### src/rtl/wperm_pkg.sv
package wperm_pkg;
  localparam int DW = 16;

  typedef enum logic [2:0] {
    RSN_NONE    = 3'd0,
    RSN_BLOCK   = 3'd1,
    RSN_BANK    = 3'd2,
    RSN_RDONLY  = 3'd3,
    RSN_LENGTH  = 3'd4,
    RSN_LOCKOFF = 3'd5
  } reason_e;

  typedef enum logic [3:0] {
    RG_KPWD, RG_APWD, RG_CTRL, RG_CAL, RG_BLK, RG_CFG,
    RG_EPC, RG_IDENT, RG_EPCPUB, RG_USER, RG_NONE
  } region_e;

  // first word of each region
  localparam int W_APWD   = 2;
  localparam int W_CTRL   = 4;
  localparam int W_CAL    = 5;
  localparam int W_BLK    = 9;
  localparam int W_CFG    = 10;
  localparam int W_EPC    = 11;
  localparam int W_IDENT  = 20;
  localparam int W_EPCPUB = 26;
  localparam int W_USER   = 32;

  // control word: frozen bits once the address lock is set
  localparam logic [DW-1:0] CTRL_KEEP = 16'h0083;
  localparam int CTRL_ADRLOCK = 7;
  // configuration word: radio-writable privacy bits and block-lock enable
  localparam logic [DW-1:0] CFG_RADIO = 16'h0018;
  localparam int CFG_LOCKEN = 5;
endpackage

### src/rtl/wperm_region.sv
module wperm_region
  import wperm_pkg::*;
#(
  parameter int ADDR_W      = 10,
  parameter int USER_WORDS  = 512,
  parameter int BIG_WORDS   = 32,
  parameter int NUM_BIG     = 4,
  parameter int SMALL_WORDS = 8,
  parameter int NUM_SMALL   = 12,
  localparam int NUM_BLK    = NUM_BIG + NUM_SMALL,
  localparam int IDX_W      = $clog2(NUM_BLK)
) (
  input  logic [ADDR_W-1:0] addr,
  output region_e           region,
  output logic              blk_hit,
  output logic [IDX_W-1:0]  blk_idx
);
  localparam logic [ADDR_W-1:0] A_APWD   = ADDR_W'(W_APWD);
  localparam logic [ADDR_W-1:0] A_CTRL   = ADDR_W'(W_CTRL);
  localparam logic [ADDR_W-1:0] A_BLK    = ADDR_W'(W_BLK);
  localparam logic [ADDR_W-1:0] A_CFG    = ADDR_W'(W_CFG);
  localparam logic [ADDR_W-1:0] A_IDENT  = ADDR_W'(W_IDENT);
  localparam logic [ADDR_W-1:0] A_EPCPUB = ADDR_W'(W_EPCPUB);
  localparam logic [ADDR_W-1:0] A_USER   = ADDR_W'(W_USER);
  localparam logic [ADDR_W-1:0] A_END    = ADDR_W'(W_USER + USER_WORDS);
  localparam logic [ADDR_W-1:0] BIG_SPAN = ADDR_W'(BIG_WORDS * NUM_BIG);
  localparam logic [ADDR_W-1:0] ALL_SPAN = ADDR_W'(BIG_WORDS * NUM_BIG + SMALL_WORDS * NUM_SMALL);

  logic [ADDR_W-1:0] u;

  always_comb begin
    if (addr < A_APWD)        region = RG_KPWD;
    else if (addr < A_CTRL)   region = RG_APWD;
    else if (addr == A_CTRL)  region = RG_CTRL;
    else if (addr < A_BLK)    region = RG_CAL;
    else if (addr == A_BLK)   region = RG_BLK;
    else if (addr == A_CFG)   region = RG_CFG;
    else if (addr < A_IDENT)  region = RG_EPC;
    else if (addr < A_EPCPUB) region = RG_IDENT;
    else if (addr < A_USER)   region = RG_EPCPUB;
    else if (addr < A_END)    region = RG_USER;
    else                      region = RG_NONE;
  end

  // user offset to lock-block index: large blocks first, then small ones
  always_comb begin
    u       = addr - A_USER;
    blk_hit = 1'b0;
    blk_idx = '0;
    if (region == RG_USER) begin
      if (u < BIG_SPAN) begin
        blk_hit = 1'b1;
        blk_idx = IDX_W'(u / ADDR_W'(BIG_WORDS));
      end else if (u < ALL_SPAN) begin
        blk_hit = 1'b1;
        blk_idx = IDX_W'(NUM_BIG) + IDX_W'((u - BIG_SPAN) / ADDR_W'(SMALL_WORDS));
      end
    end
  end
endmodule

### src/rtl/wperm_word.sv
module wperm_word
  import wperm_pkg::*;
#(
  parameter int ADDR_W      = 10,
  parameter int USER_WORDS  = 512,
  parameter int BIG_WORDS   = 32,
  parameter int NUM_BIG     = 4,
  parameter int SMALL_WORDS = 8,
  parameter int NUM_SMALL   = 12,
  localparam int IDX_W      = $clog2(NUM_BIG + NUM_SMALL)
) (
  input  logic              radio,
  input  logic              secured,
  input  logic [ADDR_W-1:0] addr,
  input  logic [DW-1:0]     wdata,
  input  logic [DW-1:0]     lock_word,
  input  logic [DW-1:0]     blk_word,
  input  logic [DW-1:0]     cfg_word,
  output logic              ok,
  output reason_e           reason,
  output logic [DW-1:0]     commit
);
  region_e          rg;
  logic             hit;
  logic [IDX_W-1:0] idx;
  logic [1:0]       pair;
  logic             bank_ok;
  logic             blk_lock;

  wperm_region #(
    .ADDR_W(ADDR_W), .USER_WORDS(USER_WORDS), .BIG_WORDS(BIG_WORDS),
    .NUM_BIG(NUM_BIG), .SMALL_WORDS(SMALL_WORDS), .NUM_SMALL(NUM_SMALL)
  ) u_region (
    .addr(addr), .region(rg), .blk_hit(hit), .blk_idx(idx)
  );

  always_comb begin
    case (rg)
      RG_KPWD:           pair = lock_word[15:14];
      RG_APWD:           pair = lock_word[13:12];
      RG_EPC, RG_EPCPUB: pair = lock_word[11:10];
      RG_USER:           pair = lock_word[9:8];
      default:           pair = 2'b00;
    endcase
    bank_ok  = !pair[1] || (!pair[0] && secured);
    // block 0 binds only the radio side
    blk_lock = hit && blk_word[idx] && (radio || idx != '0);
  end

  always_comb begin
    ok     = 1'b1;
    reason = RSN_NONE;
    commit = wdata;
    if (radio) begin
      case (rg)
        RG_CAL, RG_IDENT, RG_NONE, RG_CTRL: begin
          ok = 1'b0; reason = RSN_RDONLY;
        end
        RG_BLK: begin
          if (!cfg_word[CFG_LOCKEN]) begin
            ok = 1'b0; reason = RSN_LOCKOFF;
          end else begin
            commit = blk_word | wdata;
          end
        end
        RG_CFG: commit = (cfg_word & ~CFG_RADIO) | (wdata & CFG_RADIO);
        default: begin
          if (!bank_ok) begin
            ok = 1'b0; reason = RSN_BANK;
          end else if (blk_lock) begin
            ok = 1'b0; reason = RSN_BLOCK;
          end
        end
      endcase
    end else begin
      case (rg)
        RG_CAL, RG_IDENT, RG_NONE: begin
          ok = 1'b0; reason = RSN_RDONLY;
        end
        RG_CTRL: if (lock_word[CTRL_ADRLOCK])
                   commit = (wdata & ~CTRL_KEEP) | (lock_word & CTRL_KEEP);
        RG_BLK:  commit = ((blk_word | wdata) & 16'hFFFE) | (wdata & 16'h0001);
        RG_USER: if (blk_lock) begin
                   ok = 1'b0; reason = RSN_BLOCK;
                 end
        default: ;
      endcase
    end
  end
endmodule

### src/rtl/wperm_filter.sv
module wperm_filter
  import wperm_pkg::*;
#(
  parameter int ADDR_W      = 10,
  parameter int LEN_W       = 3,
  parameter int USER_WORDS  = 512,
  parameter int BIG_WORDS   = 32,
  parameter int NUM_BIG     = 4,
  parameter int SMALL_WORDS = 8,
  parameter int NUM_SMALL   = 12
) (
  input  logic              clk,
  input  logic              rst,
  input  logic              req_valid,
  input  logic              req_radio,
  input  logic              req_secured,
  input  logic [ADDR_W-1:0] req_addr,
  input  logic [LEN_W-1:0]  req_len,
  input  logic [15:0]       req_data0,
  input  logic [15:0]       req_data1,
  input  logic [15:0]       lock_word,
  input  logic [15:0]       blk_word,
  input  logic [15:0]       cfg_word,
  output logic              dec_valid,
  output logic              dec_accept,
  output logic              dec_mute,
  output logic [2:0]        dec_reason,
  output logic [ADDR_W-1:0] dec_addr,
  output logic              dec_two,
  output logic [15:0]       dec_data0,
  output logic [15:0]       dec_data1
);
  localparam int LANES = 2;

  logic              two, len_ok, mute, accept;
  logic [ADDR_W-1:0] base;
  reason_e           rsn;
  logic [ADDR_W-1:0] lane_a  [LANES];
  logic [DW-1:0]     lane_d  [LANES];
  logic [DW-1:0]     lane_c  [LANES];
  logic              lane_ok [LANES];
  reason_e           lane_r  [LANES];

  assign two    = (req_len == LEN_W'(2));
  assign base   = (two && !req_radio) ? {req_addr[ADDR_W-1:1], 1'b0} : req_addr;
  assign len_ok = req_radio ? ((req_len == LEN_W'(1)) || (two && !req_addr[0]))
                            : ((req_len == LEN_W'(1)) || two);
  assign mute   = req_radio && (req_len == '0);
  assign lane_d[0] = req_data0;
  assign lane_d[1] = req_data1;

  for (genvar k = 0; k < LANES; k++) begin : g_lane
    assign lane_a[k] = base + ADDR_W'(k);
    wperm_word #(
      .ADDR_W(ADDR_W), .USER_WORDS(USER_WORDS), .BIG_WORDS(BIG_WORDS),
      .NUM_BIG(NUM_BIG), .SMALL_WORDS(SMALL_WORDS), .NUM_SMALL(NUM_SMALL)
    ) u_word (
      .radio(req_radio), .secured(req_secured), .addr(lane_a[k]),
      .wdata(lane_d[k]), .lock_word(lock_word), .blk_word(blk_word),
      .cfg_word(cfg_word), .ok(lane_ok[k]), .reason(lane_r[k]),
      .commit(lane_c[k])
    );
  end

  // lowest failing lane wins; length error overrides all lanes
  always_comb begin
    rsn = RSN_NONE;
    for (int k = LANES - 1; k >= 0; k--)
      if ((k < int'(req_len)) && !lane_ok[k]) rsn = lane_r[k];
    if (!len_ok) rsn = RSN_LENGTH;
    accept = req_valid && (rsn == RSN_NONE);
  end

  always_ff @(posedge clk) begin
    if (rst || !req_valid) begin
      dec_valid  <= 1'b0;
      dec_accept <= 1'b0;
      dec_mute   <= 1'b0;
      dec_reason <= '0;
      dec_addr   <= '0;
      dec_two    <= 1'b0;
      dec_data0  <= '0;
      dec_data1  <= '0;
    end else begin
      dec_valid  <= 1'b1;
      dec_accept <= accept;
      dec_mute   <= mute;
      dec_reason <= rsn;
      dec_addr   <= base;
      dec_two    <= two;
      dec_data0  <= accept ? lane_c[0] : '0;
      dec_data1  <= (accept && two) ? lane_c[1] : '0;
    end
  end

  assert_valid_follows_R1: assert property (@(posedge clk) disable iff (rst)
    req_valid |=> dec_valid);
  assert_idle_quiet_R1: assert property (@(posedge clk) disable iff (rst)
    !req_valid |=> !dec_valid && !dec_accept);
  assert_accept_clean_R1: assert property (@(posedge clk) disable iff (rst)
    dec_accept |-> dec_valid && dec_reason == 3'd0 && !dec_mute);
  assert_blk_sticky_R4: assert property (@(posedge clk) disable iff (rst)
    dec_accept && dec_addr == ADDR_W'(W_BLK) && !$past(req_radio)
    |-> (dec_data0[15:1] & $past(blk_word[15:1])) == $past(blk_word[15:1]));
  assert_lockoff_R5: assert property (@(posedge clk) disable iff (rst)
    dec_valid && $past(req_radio) && dec_addr == ADDR_W'(W_BLK) && !$past(cfg_word[CFG_LOCKEN])
    |-> !dec_accept);
  assert_addr_frozen_R7: assert property (@(posedge clk) disable iff (rst)
    dec_accept && dec_addr == ADDR_W'(W_CTRL) && $past(lock_word[CTRL_ADRLOCK])
    |-> dec_data0[CTRL_ADRLOCK] && dec_data0[1:0] == $past(lock_word[1:0]));
  assert_cfg_hostonly_R9: assert property (@(posedge clk) disable iff (rst)
    dec_accept && $past(req_radio) && dec_addr == ADDR_W'(W_CFG)
    |-> dec_data0[2:0] == $past(cfg_word[2:0]) && dec_data0[15:5] == $past(cfg_word[15:5]));
  assert_mute_R10: assert property (@(posedge clk) disable iff (rst)
    dec_mute |-> !dec_accept && $past(req_radio) && $past(req_len) == '0);
endmodule

### config.mk
export PLATFORM = sky130hd
export DESIGN_NAME = wperm_filter
export DESIGN_NICKNAME = d
export VERILOG_FILES = /design/src/rtl/wperm_pkg.sv /design/src/rtl/wperm_region.sv /design/src/rtl/wperm_word.sv /design/src/rtl/wperm_filter.sv
export SDC_FILE = /design/constraint.sdc
export NUM_CORES = 1
export LEC_CHECK = 0
export BUFFER_PORTS_ARGS = -buffer_cell sky130_fd_sc_hd__buf_2
export CAP_MARGIN = 20
export CORE_ASPECT_RATIO = 2
export CORE_MARGIN = 5
export CORE_UTILIZATION = 34
export CTS_CLUSTER_SIZE = 30
export DETAILED_ROUTE_END_ITERATION = 12
export PLACE_DENSITY = 0.68
export REMOVE_ABC_BUFFERS = 1
export SLEW_MARGIN = 25
export SYNTH_ARGS = -nofsm -noshare
export SYNTH_HDL_FRONTEND = slang
export SYNTH_HIERARCHICAL = 1
export SYNTH_SLANG_ARGS = --single-unit
### constraint.sdc
create_clock -name clk -period 7.06 [get_ports clk]
set_input_delay 1.059 -clock clk [delete_from_list [all_inputs] [get_ports clk]]
set_output_delay 1.059 -clock clk [all_outputs]
set_load 0.01 [all_outputs]
==> results of run 1 <==
-- sequential cells by signal (all words and copies together) (netlist names) --
signal,flops
dec_reason,3
dec_mute,1
dec_addr,10
dec_data0,16
dec_data1,16
dec_two,1
dec_valid,1
dec_accept,1
-- synthesized netlist by cell type (all sizes together) (14+ instances only) --
| cell type | n |
|---|---|
| nand2 | 84 |
| dfxtp | 49 |
| nand3 | 37 |
| and2 | 32 |
| o21ai | 32 |
| and3 | 26 |
| nor2 | 25 |
| nor3 | 23 |
| buf | 21 |
| a21oi | 18 |
| inv | 14 |
| nor2b | 14 |
| o211ai | 14 |
-- critical path, delay by kind of cell --
kind	cells	cell delay (ps)
simple gates	9	2090
mux	2	880
compound gates	5	830
buf+inv	4	580
fa+ha+maj	2	560
xor+xnor	1	140
-- through the flow --
step                utilization (%)  area (um^2)  worst slack, ps  hold slack [ps]  cells
finish                        42.28         5096             1178             1064    817
global route                  42.28         5096            804.1             1077    817
global placement              40.85         4923            885.9             1342    807
floorplan                         -         3946             1358             1135    508
detailed placement            40.85         4923            884.9             1357    807
CTS                           42.24         5091             1167             1057    815
-- cell type report --
| type | count | area (um^2) |
|---|---|---|
| clock inverters | 2 | 38.79 |
| flip-flops and latches | 49 | 980.9 |
| fillers | 1300 | 6957 |
| well taps | 147 | 183.9 |
| inverters | 14 | 52.55 |
| multi-input cells | 445 | 2913 |
| repair buffers | 152 | 793.3 |
| clock buffers | 6 | 128.9 |
| diodes | 2 | 5.005 |
-- cells by family after synthesis --
logic type	synth area share, %
AND/OR/NAND/NOR	38.52
AO/OA/AOI/OAI	21.59
flip-flops	23.71
buffers and inverters	5.896
multiplexers	6.411
XOR/XNOR	2.963
adder cells (fa/ha/maj)	0.9073
-- how the worst max path moves through the flow --
stage / start / to / slack [ps] / cells after the start
floorplan: req_radio / dec_data1[0] / 1360 / 21
global placement: req_radio / dec_data0[6] / 890 / 23
detailed placement: req_radio / dec_data0[6] / 880 / 23
CTS: req_radio / dec_data0[7] / 1170 / 23
global route: req_radio / dec_data0[9] / 800 / 23
finish: req_radio / dec_data0[8] / 1180 / 23
-- routing by layer --
| metal | wire, um | global-route usage (%) |
|---|---|---|
| met2 | 8043 | 37.32 |
| met4 | 463 | 9.085 |
| met3 | 823 | 2.880 |
| met1 | 5010 | 20.16 |
| met5 | 0 | 0 |
-- power by group through the flow --
stage | sequential (uW) | clock, uW | combinational (uW)
global placement | 289 | 0 | 208
CTS | 283 | 280 | 210
floorplan | 293 | 0 | 120
finish | 283 | 274 | 211
detailed placement | 289 | 0 | 209
global route | 283 | 292 | 233
==> metrics.txt, run 1 <==
status finished clean; Die H 166.0 um; site row count between 50 and 60; Hold Path Class input pin to flip-flop; Starting DRT DRC Count approximately 280; detailed placement HPWL 11560 um; Slowest Stage Delay on Critical Path 590 ps; # IOs between 100 and 150; sequential share of power between 30% and 40%; Setup CP Type input pin to flip-flop; Final period util 83.32%; most frequent cells in the layout buf_2, nand2_1, dfxtp_1; Setup violations, final 0; min-delay src req_data1[3]; DRC viols 0; largest net degree at the start of global routing 31; Layout area overhead 23.16%; vias in the first global route 4453; nets 768; hold endpoint dec_data1[3]; Setup Buffers After CTS 0; clock sinks between 40 and 50; crit path launch type input pin; Slew Viols, Final 0; ys flop type dfxtp_1; router iterations before antenna repair 5; total track usage 19.70%; PwrDens 150.7 nW/um^2; root buffer cell clkbuf_16; H-tree level count 2; Leak 0.002349 uW; CTS tree built; top cell type's share of synthesized area 23.71%; Netlist cell types 68; port buffer count 139; Worst VDD drop approximately 0.00015 V; switching pwr between 200 and 250 uW; Post-synth ARST share 0%; first-pass GRT wire length 22630 um; RSZ-0062 raised after global routing false; min Tclk post-route 5882 ps; CP Capture Type flip-flop; CP max FO 11; Hold Crit Depth 3; fmax 170.0 MHz; Relative slew margins 31.67%; share of cells above drive strength 1 28.89%; clk slew on worst S/H paths 70 ps; commonest non-fill, non-tap cell in the layout buf_2; Initial Utilization 34.33%; DIE AREA 14610 um^2; Total Power about 770 uW; internal power between 500 and 600 uW; sequential fraction of the synthesis area 23.71%; hold_buf cts 0; Cells after Synth 540; initial antenna violation count 2; crit-path cells buf_2, or4b_1, nand2_1, inv_1, ha_1, nand2_1, xnor2_1, inv_1, ha_1, o21ba_2, o21bai_1, a21oi_1, and2_1, mux4_1, mux2_2, nand3_1, a211oi_2, a2bb2oi_2, nor3_1, nor3_2, nor2_2, buf_4, and3_1; grt ovf 0; post-cts sizing count 0; Std-Cell Core Area 12050 um^2; Final Hold Fails 0; part of the power in the clock network a little over a third; Num CTS Buffers 5; routability cong. 0.8867; Synth area leaders dfxtp_1, nand2_1, and2_1; Syn. warnings 6; wirelength, routed 14340 um; Slew @ Worst Pin between 1000 and 1500 ps; DR WL/cell between 15 and 20 um; Max Buffers Root-to-Sink 2; Final TNS setup 0 ps; Worst path slowest cell or4b_1; via count 4503; Sw Ratio 29.78%; register bit total from synthesis between 40 and 50; critical path arrival 6120 ps; Post-Syn Area 4138 um^2; Syn Area/Cell 7.662 um^2; combinational fraction of design power around 28%; Antenna Nets Post-Route 0; CP Data Required Time 7300 ps; Vias/cell 5.512; total of max-cap violations 0; Die W 88.01 um; biggest area consumer among synthesized cells dfxtp_1; number of flops mapped to enable cells by yosys 0
Power figures use the tool's default switching activity.
==> inputs of run 2 (changes only) <==
--- a/config.mk
+++ b/config.mk
@@ -5,6 +5,7 @@
 export SDC_FILE = /design/constraint.sdc
 export NUM_CORES = 1
 export LEC_CHECK = 0
+export ABC_AREA = 1
 export BUFFER_PORTS_ARGS = -buffer_cell sky130_fd_sc_hd__buf_2
 export CAP_MARGIN = 20
 export CORE_ASPECT_RATIO = 2
@@ -12,7 +13,7 @@
 export CORE_UTILIZATION = 34
 export CTS_CLUSTER_SIZE = 30
 export DETAILED_ROUTE_END_ITERATION = 12
-export PLACE_DENSITY = 0.68
+export PLACE_DENSITY = 0.69
 export REMOVE_ABC_BUFFERS = 1
 export SLEW_MARGIN = 25
 export SYNTH_ARGS = -nofsm -noshare
==> constraint.sdc (replaced) <==
create_clock -name clk -period 5 [get_ports clk]
set_input_delay 0.75 -clock clk [delete_from_list [all_inputs] [get_ports clk]]
set_output_delay 0.75 -clock clk [all_outputs]
set_load 0.01 [all_outputs]
==> run 2 against run 1 <==
Effect of this change:
- highest routed layer unchanged
- clock power grew 32%
- hold slack lost 410 ps
- non-clock buffer count grew 21
- total power grew 42%
- final cell count grew 28%
- utilization grew 2.6 points
- sequential power grew 41%
- flip-flop and latch count is the same
- area after synthesis grew 9.7%
- via count grew 14%
==> metrics.txt, run 2 <==
status finished clean; Fillers 1413 (+8.7%); Slowest Stage Delay on Critical Path 260 ps (-330 ps); biggest area consumer among synthesized cells dfxtp_1; H-tree level count 2 (unchanged); Synth area leaders dfxtp_1, nand2_1, inv_1; top flop regs dec_data0 x16, dec_data1 x16, dec_addr x10; first-pass GRT wire length 24010 um (+6.1%); Syn Area/Cell 6.261 um^2 (-18%); ys flop type dfxtp_1; commonest non-fill, non-tap cell in the layout nand2_1; Syn. warnings 6 (unchanged); most frequent cells in the layout nand2_1, buf_2, inv_1; Finished Layout Cells 1049 (+28%); switching pwr 381.0 uW (+67%); Cells after DPL 1038 (+29%); detailed placement HPWL 12820 um (+11%); Worst VDD drop 0.0001236 V (-17%); Post-Synth Adder-Cell Area 0.8269% (-0.080 points); clk slew on worst S/H paths 70 ps (about the same); Die H 173.4 um (+4.5%); share of cells above drive strength 1 34.11% (+5.2 points); Starting DRT DRC Count 227 (-20%); port buffer count 139 (unchanged); DRC viols 0 (unchanged); Num CTS Buffers 5 (unchanged); Worst path slowest cell nand4_4; Worst path most repeated cell nand2_1; internal power 709.3 uW (+32%); via count 5141 (+14%); Synth top cells by count nand2_1, inv_1, nor2_1; Sw Ratio 34.94% (+5.2 points); sequential share of power 36.6% (-0.2 points); simple-gate share of the synthesized area 48.43% (+9.9 points); Ant. Diodes 0 (-2); footprint of the multi-input gates 3017 um^2 (+3.6%); register bit total from synthesis 49 (unchanged); largest net degree at the start of global routing 22 (-29%); Leak 0.003135 uW (+33%); # IOs 147 (unchanged); Setup CP Type input pin to flip-flop; number of flops mapped to enable cells by yosys 0 (unchanged); critical path arrival 4880 ps (-1240 ps); Slew Viols, Final 0 (unchanged); Final Util 44.88% (+2.6 points); clock sinks 49 (unchanged); Cells after Synth 725 (+34%); CP max FO 8 (-3); Layout area overhead 29.19%; fmax 215.8 MHz; hold_buf cts 0 (unchanged); Max Buffers Root-to-Sink 2 (unchanged); Final Hold Fails 0 (unchanged); Setup violations, final 0 (unchanged); min Tclk post-route 4634 ps; largest family of logic cells by synthesized area simple AND/OR/NAND/NOR gates; Slew @ Worst Pin 528.7 ps (-489.0 ps); CTS tree built; register area 980.9 um^2 (unchanged); top cell type's share of synthesized area 21.61% (-2.1 points); DR WL/cell 14.56 um (-17%); CP Data Required Time 5240 ps (-2060 ps); min-delay src rst; PwrDens 185.9 nW/um^2 (+23%); top-count cell post-synth nand2_1; DIE AREA 15900 um^2 (+8.8%); part of the power in the clock network 33.1% (-2.6 points); Initial Utilization 34.74% (+0.41 points); Hold Path Class input pin to flip-flop; hold endpoint dec_valid; total of max-cap violations 0 (unchanged); Antenna Nets Post-Route 0 (unchanged); Vias/cell 4.901 (-11%); multiplexer share of the synthesized area 1.764% (-4.6 points); nets 997 (+30%); Post-synth ARST share 0% (unchanged); Std-Cell Core Area 13070 um^2 (+8.4%); CP Capture Type flip-flop; vias in the first global route 5058 (+14%); root buffer cell clkbuf_16; post-route setup slack 365.8 ps (-811.9 ps); initial antenna violation count 0 (-2); Die W 91.71 um (+4.2%); Final period util 92.68%; grt ovf 0 (unchanged); Synth Area in Compound Gates 11.85% (-9.7 points); routability cong. 0.9374 (+5.7%); Synth Area in XOR/XNOR 2.260% (-0.70 points); Final TNS setup 0 ps (unchanged); Hold Crit Depth 2 (-1); Netlist cell types 39 (-43%); crit path launch type input pin; DP Worst Slack -18.12 ps (-903.0 ps); site row count 59 (+3.5%); total track usage 18.82% (-0.87 points); Post-Syn Area 4539 um^2 (+9.7%); Relative slew margins 64.62% (+33 points); combinational fraction of design power 30.3% (+2.8 points); wirelength, routed 15270 um (+6.5%); router iterations before antenna repair 4 (-1); sequential fraction of the synthesis area 21.61% (-2.1 points)
-- run 2: cell count changes after synthesis, sizes merged, moves of 22 or more --
cell and change:
nor2 +134, nand3 +22, and3 -26, nand2 +102, inv +120, and2 -32
-- run 2: power groups by stage --
stage	sequential (uW)	combinational (uW)	clock [uW]
floorplan	413	184	0
global placement	408	316	0
detailed placement	408	319	0
CTS	399	321	372
global route	400	365	392
finish	399	330	361
-- run 2: final cells by class --
type,count,share of cell area [%]
multi-input cells,533,51.44
repair buffers,173,17.43
flip-flops and latches,49,16.73
inverters,134,8.577
well taps,152,3.243
clock buffers,5,2.134
clock inverters,3,0.4480
-- run 2: stage by stage --
stage,hold slack [ps],power (uW),instance area (um^2)
after floorplan,834.4,596.5,4441
final,650.9,1090,5864
after global routing,647.0,1157,5864
after CTS,646.3,1092,5761
after detailed placement,965.3,727.4,5609
after global placement,958.6,724.5,5609
-- run 2: timing repair --
action / in CTS / in global routing
setup endpoints to repair: 0 / 33
resized for setup: 0 / 17
buffers inserted: 0 / 1
-- run 2: worst max path at each step --
stage	to	from	slack, ps	depth (start not counted)
global placement	dec_data1[4]	req_len[0]	6	37
global route	dec_data1[4]	req_len[2]	-50	38
finish	dec_data1[5]	req_len[0]	370	38
CTS	dec_data1[4]	req_len[0]	290	37
detailed placement	dec_data1[4]	req_len[0]	-20	37
floorplan	dec_data1[0]	req_len[0]	20	32
-- run 2: worst max-delay path, delay by kind of cell --
kind / cells / cell delay (ps)
adders and majority gates: 2 / 390
xor gates and xnor gates: 1 / 210
buffers and inverters: 9 / 960
AOI/OAI and AO/OA: 3 / 250
and+or+nand+nor: 23 / 2300
-- run 2: kinds of logic after synthesis --
logic type | Yosys count
compound gates | 79
mux | 8
flops | 49
buf+inv | 143
simple gates | 433
fa+ha+maj | 3
xor+xnor | 10
-- run 2: metal layers --
layer | vias to the layer above | track usage (%) | share of wire (%)
met1 | 2257 | 18.74 | 35
met2 | 200 | 36.15 | 53
met4 | 0 | 10.48 | 5.5
li1 | 2639 | - | -
met3 | 45 | 2.693 | 6.4
met5 | - | 0 | 0
==> inputs of run 3 (changes only) <==
--- a/config.mk
+++ b/config.mk
@@ -5,7 +5,7 @@
 export SDC_FILE = /design/constraint.sdc
 export NUM_CORES = 1
 export LEC_CHECK = 0
-export ABC_AREA = 1
+export ABC_AREA = 0
 export BUFFER_PORTS_ARGS = -buffer_cell sky130_fd_sc_hd__buf_2
 export CAP_MARGIN = 20
 export CORE_ASPECT_RATIO = 2
@@ -13,7 +13,7 @@
 export CORE_UTILIZATION = 34
 export CTS_CLUSTER_SIZE = 30
 export DETAILED_ROUTE_END_ITERATION = 12
-export PLACE_DENSITY = 0.69
+export PLACE_DENSITY = 0.7
 export REMOVE_ABC_BUFFERS = 1
 export SLEW_MARGIN = 25
 export SYNTH_ARGS = -nofsm -noshare
==> run 3 against run 2 <==
Effect of this change:
- cell area down 1.5%
- first-iteration DRC count is 16% lower
- hold slack gained 91 ps
- critical path depth decreased by 14
- critical endpoint is now dec_data1[3]
- clock power is 7.5% lower
==> metrics.txt, run 3 (same netlist as run 1, synthesis figures left out) <==
status finished clean; Worst path most repeated cell buf_4; vias in the first global route 4712 (-6.8%); site row count 57 (-3.4%); post-route cell area 5778 um^2 (-1.5%); total track usage 20.56% (+1.7 points); hold_buf cts 0 (unchanged); share of cells above drive strength 1 39.19% (+5.1 points); most frequent cells in the layout buf_2, buf_4, nand2_1; total of max-cap violations 0 (unchanged); crit path launch type input pin; Max Buffers Root-to-Sink 2 (unchanged); Final period util 96.46% (+3.8 points); Worst VDD drop 0.0001870 V (+51%); Leak 0.002748 uW (-12%); H-tree level count 2 (unchanged); Slowest Stage Delay on Critical Path 570 ps (+310 ps); routability cong. 0.8935 (-4.7%); commonest non-fill, non-tap cell in the layout buf_2; clock sinks 49 (unchanged); DRC viols 0 (unchanged); placed instance area 5419 um^2 (-3.4%); CTS tree built; Relative slew margins 55.78% (-8.8 points); top flop regs dec_data0 x16, dec_data1 x16, dec_addr x10; grt ovf 0 (unchanged); Slew @ Worst Pin 661.1 ps (+132.4 ps); Vias/cell 5.427 (+11%); nets 840 (-16%); CP Data Required Time 5190 ps (-50 ps); Hold Path Class input pin to flip-flop; Finished Layout Cells 888 (-15%); Die H 166.0 um (-4.3%); wirelength, routed 15140 um (-0.83%); largest net degree at the start of global routing 31 (+41%); min Tclk post-route 4823 ps (+189.0 ps); detailed placement HPWL 12380 um (-3.5%); Initial Utilization 34.33% (-0.41 points); Std-Cell Core Area 12050 um^2 (-7.8%); router iterations before antenna repair 5 (+1); Final Hold Fails 0 (unchanged); Antenna Nets Post-Route 0 (unchanged); Starting DRT DRC Count 190 (-16%); crit-path cells buf_2, or4b_4, and3_4, buf_4, nand3_1, xnor2_2, buf_4, nor3_4, buf_4, nand2_1, or2_4, nor2b_2, buf_4, and3b_1, o211ai_1, a32o_2, a31oi_1, o21ai_1, nand2b_1, nor3_2, buf_4, nor3_4, buf_6, and2_1; critical path arrival 5010 ps (+130 ps); DR WL/cell 17.05 um (+17%); Die W 88.01 um (-4.0%); via count 4819 (-6.3%); port buffer count 139 (unchanged); PwrDens 192.0 nW/um^2 (+3.3%); CP max FO 9 (+1); root buffer cell clkbuf_16; clk slew on worst S/H paths 60 ps (about the same); Setup CP Type input pin to flip-flop; CP Capture Type flip-flop; Setup violations, final 0 (unchanged); Layout area overhead 39.64%; Num CTS Buffers 5 (unchanged); Cells after DPL 873 (-16%); Worst path slowest cell or4b_4; Total Power 1110 uW (+1.8%); fmax 207.3 MHz (-3.9%); Final Util 47.94% (+3.1 points); # IOs 147 (unchanged); first-pass GRT wire length 23490 um (-2.2%); DIE AREA 14610 um^2 (-8.1%); Slew Viols, Final 0 (unchanged); initial antenna violation count 1 (+1)
==> run 3: through the flow <==
| step | setup TNS, ps | hold WS, ps | worst slack [ps] |
|---|---|---|---|
| global route | -36.11 | 761.0 | -12.06 |
| floorplan | -12640 | 825.8 | -392.8 |
| detailed placement | -23740 | 1035 | -817.2 |
| CTS | 0 | 735.5 | 4.103 |
| global placement | -21550 | 1029 | -730.1 |
| finish | 0 | 742.0 | 176.8 |
==> run 3: cell type report <==
type	count	area (um^2)
fillers	1232	6275
multi-input cells	445	3062
clock buffers	6	128.9
flip-flops and latches	49	980.9
clock inverters	2	13.76
inverters	14	52.55
well taps	147	183.9
diodes	1	2.502
repair buffers	224	1354
==> run 3: worst max-delay path, delay by kind of cell <==
family / cells / cell delay, ps
buf+inv: 7 / 1030
simple gates: 12 / 2350
xor+xnor: 1 / 130
compound gates: 4 / 740
==> run 3: worst paths after layout <==
kind	from	end	cells after the start
setup / recovery	req_len[2]	dec_data1[3]	24
hold / removal	req_data1[4]	dec_data1[4]	3
==> run 3: timing repair <==
action | 4_1_cts | 5_1_grt
pin swaps | 4 | 11
gates resized for setup | 5 | 31
setup endpoints to repair | 33 | 35
buffers inserted | 5 | 1
==> run 3: power by group <==
group	internal [uW]	switching (uW)	leakage, uW
sequential	398	1.49	0.000397
combinational	179	197	0.00228
clock	187	148	0.0000712
total	764	346	0.00275
==> run 3: routing by layer <==
layer / GRT usage [%] / vias to the layer above / part of all wire, %
li1: - / 2356 / -
met1: 20.77 / 2281 / 34
met2: 39.52 / 137 / 57
met3: 2.185 / 45 / 4.5
met4: 10.09 / 0 / 4.4
met5: 0 / - / 0
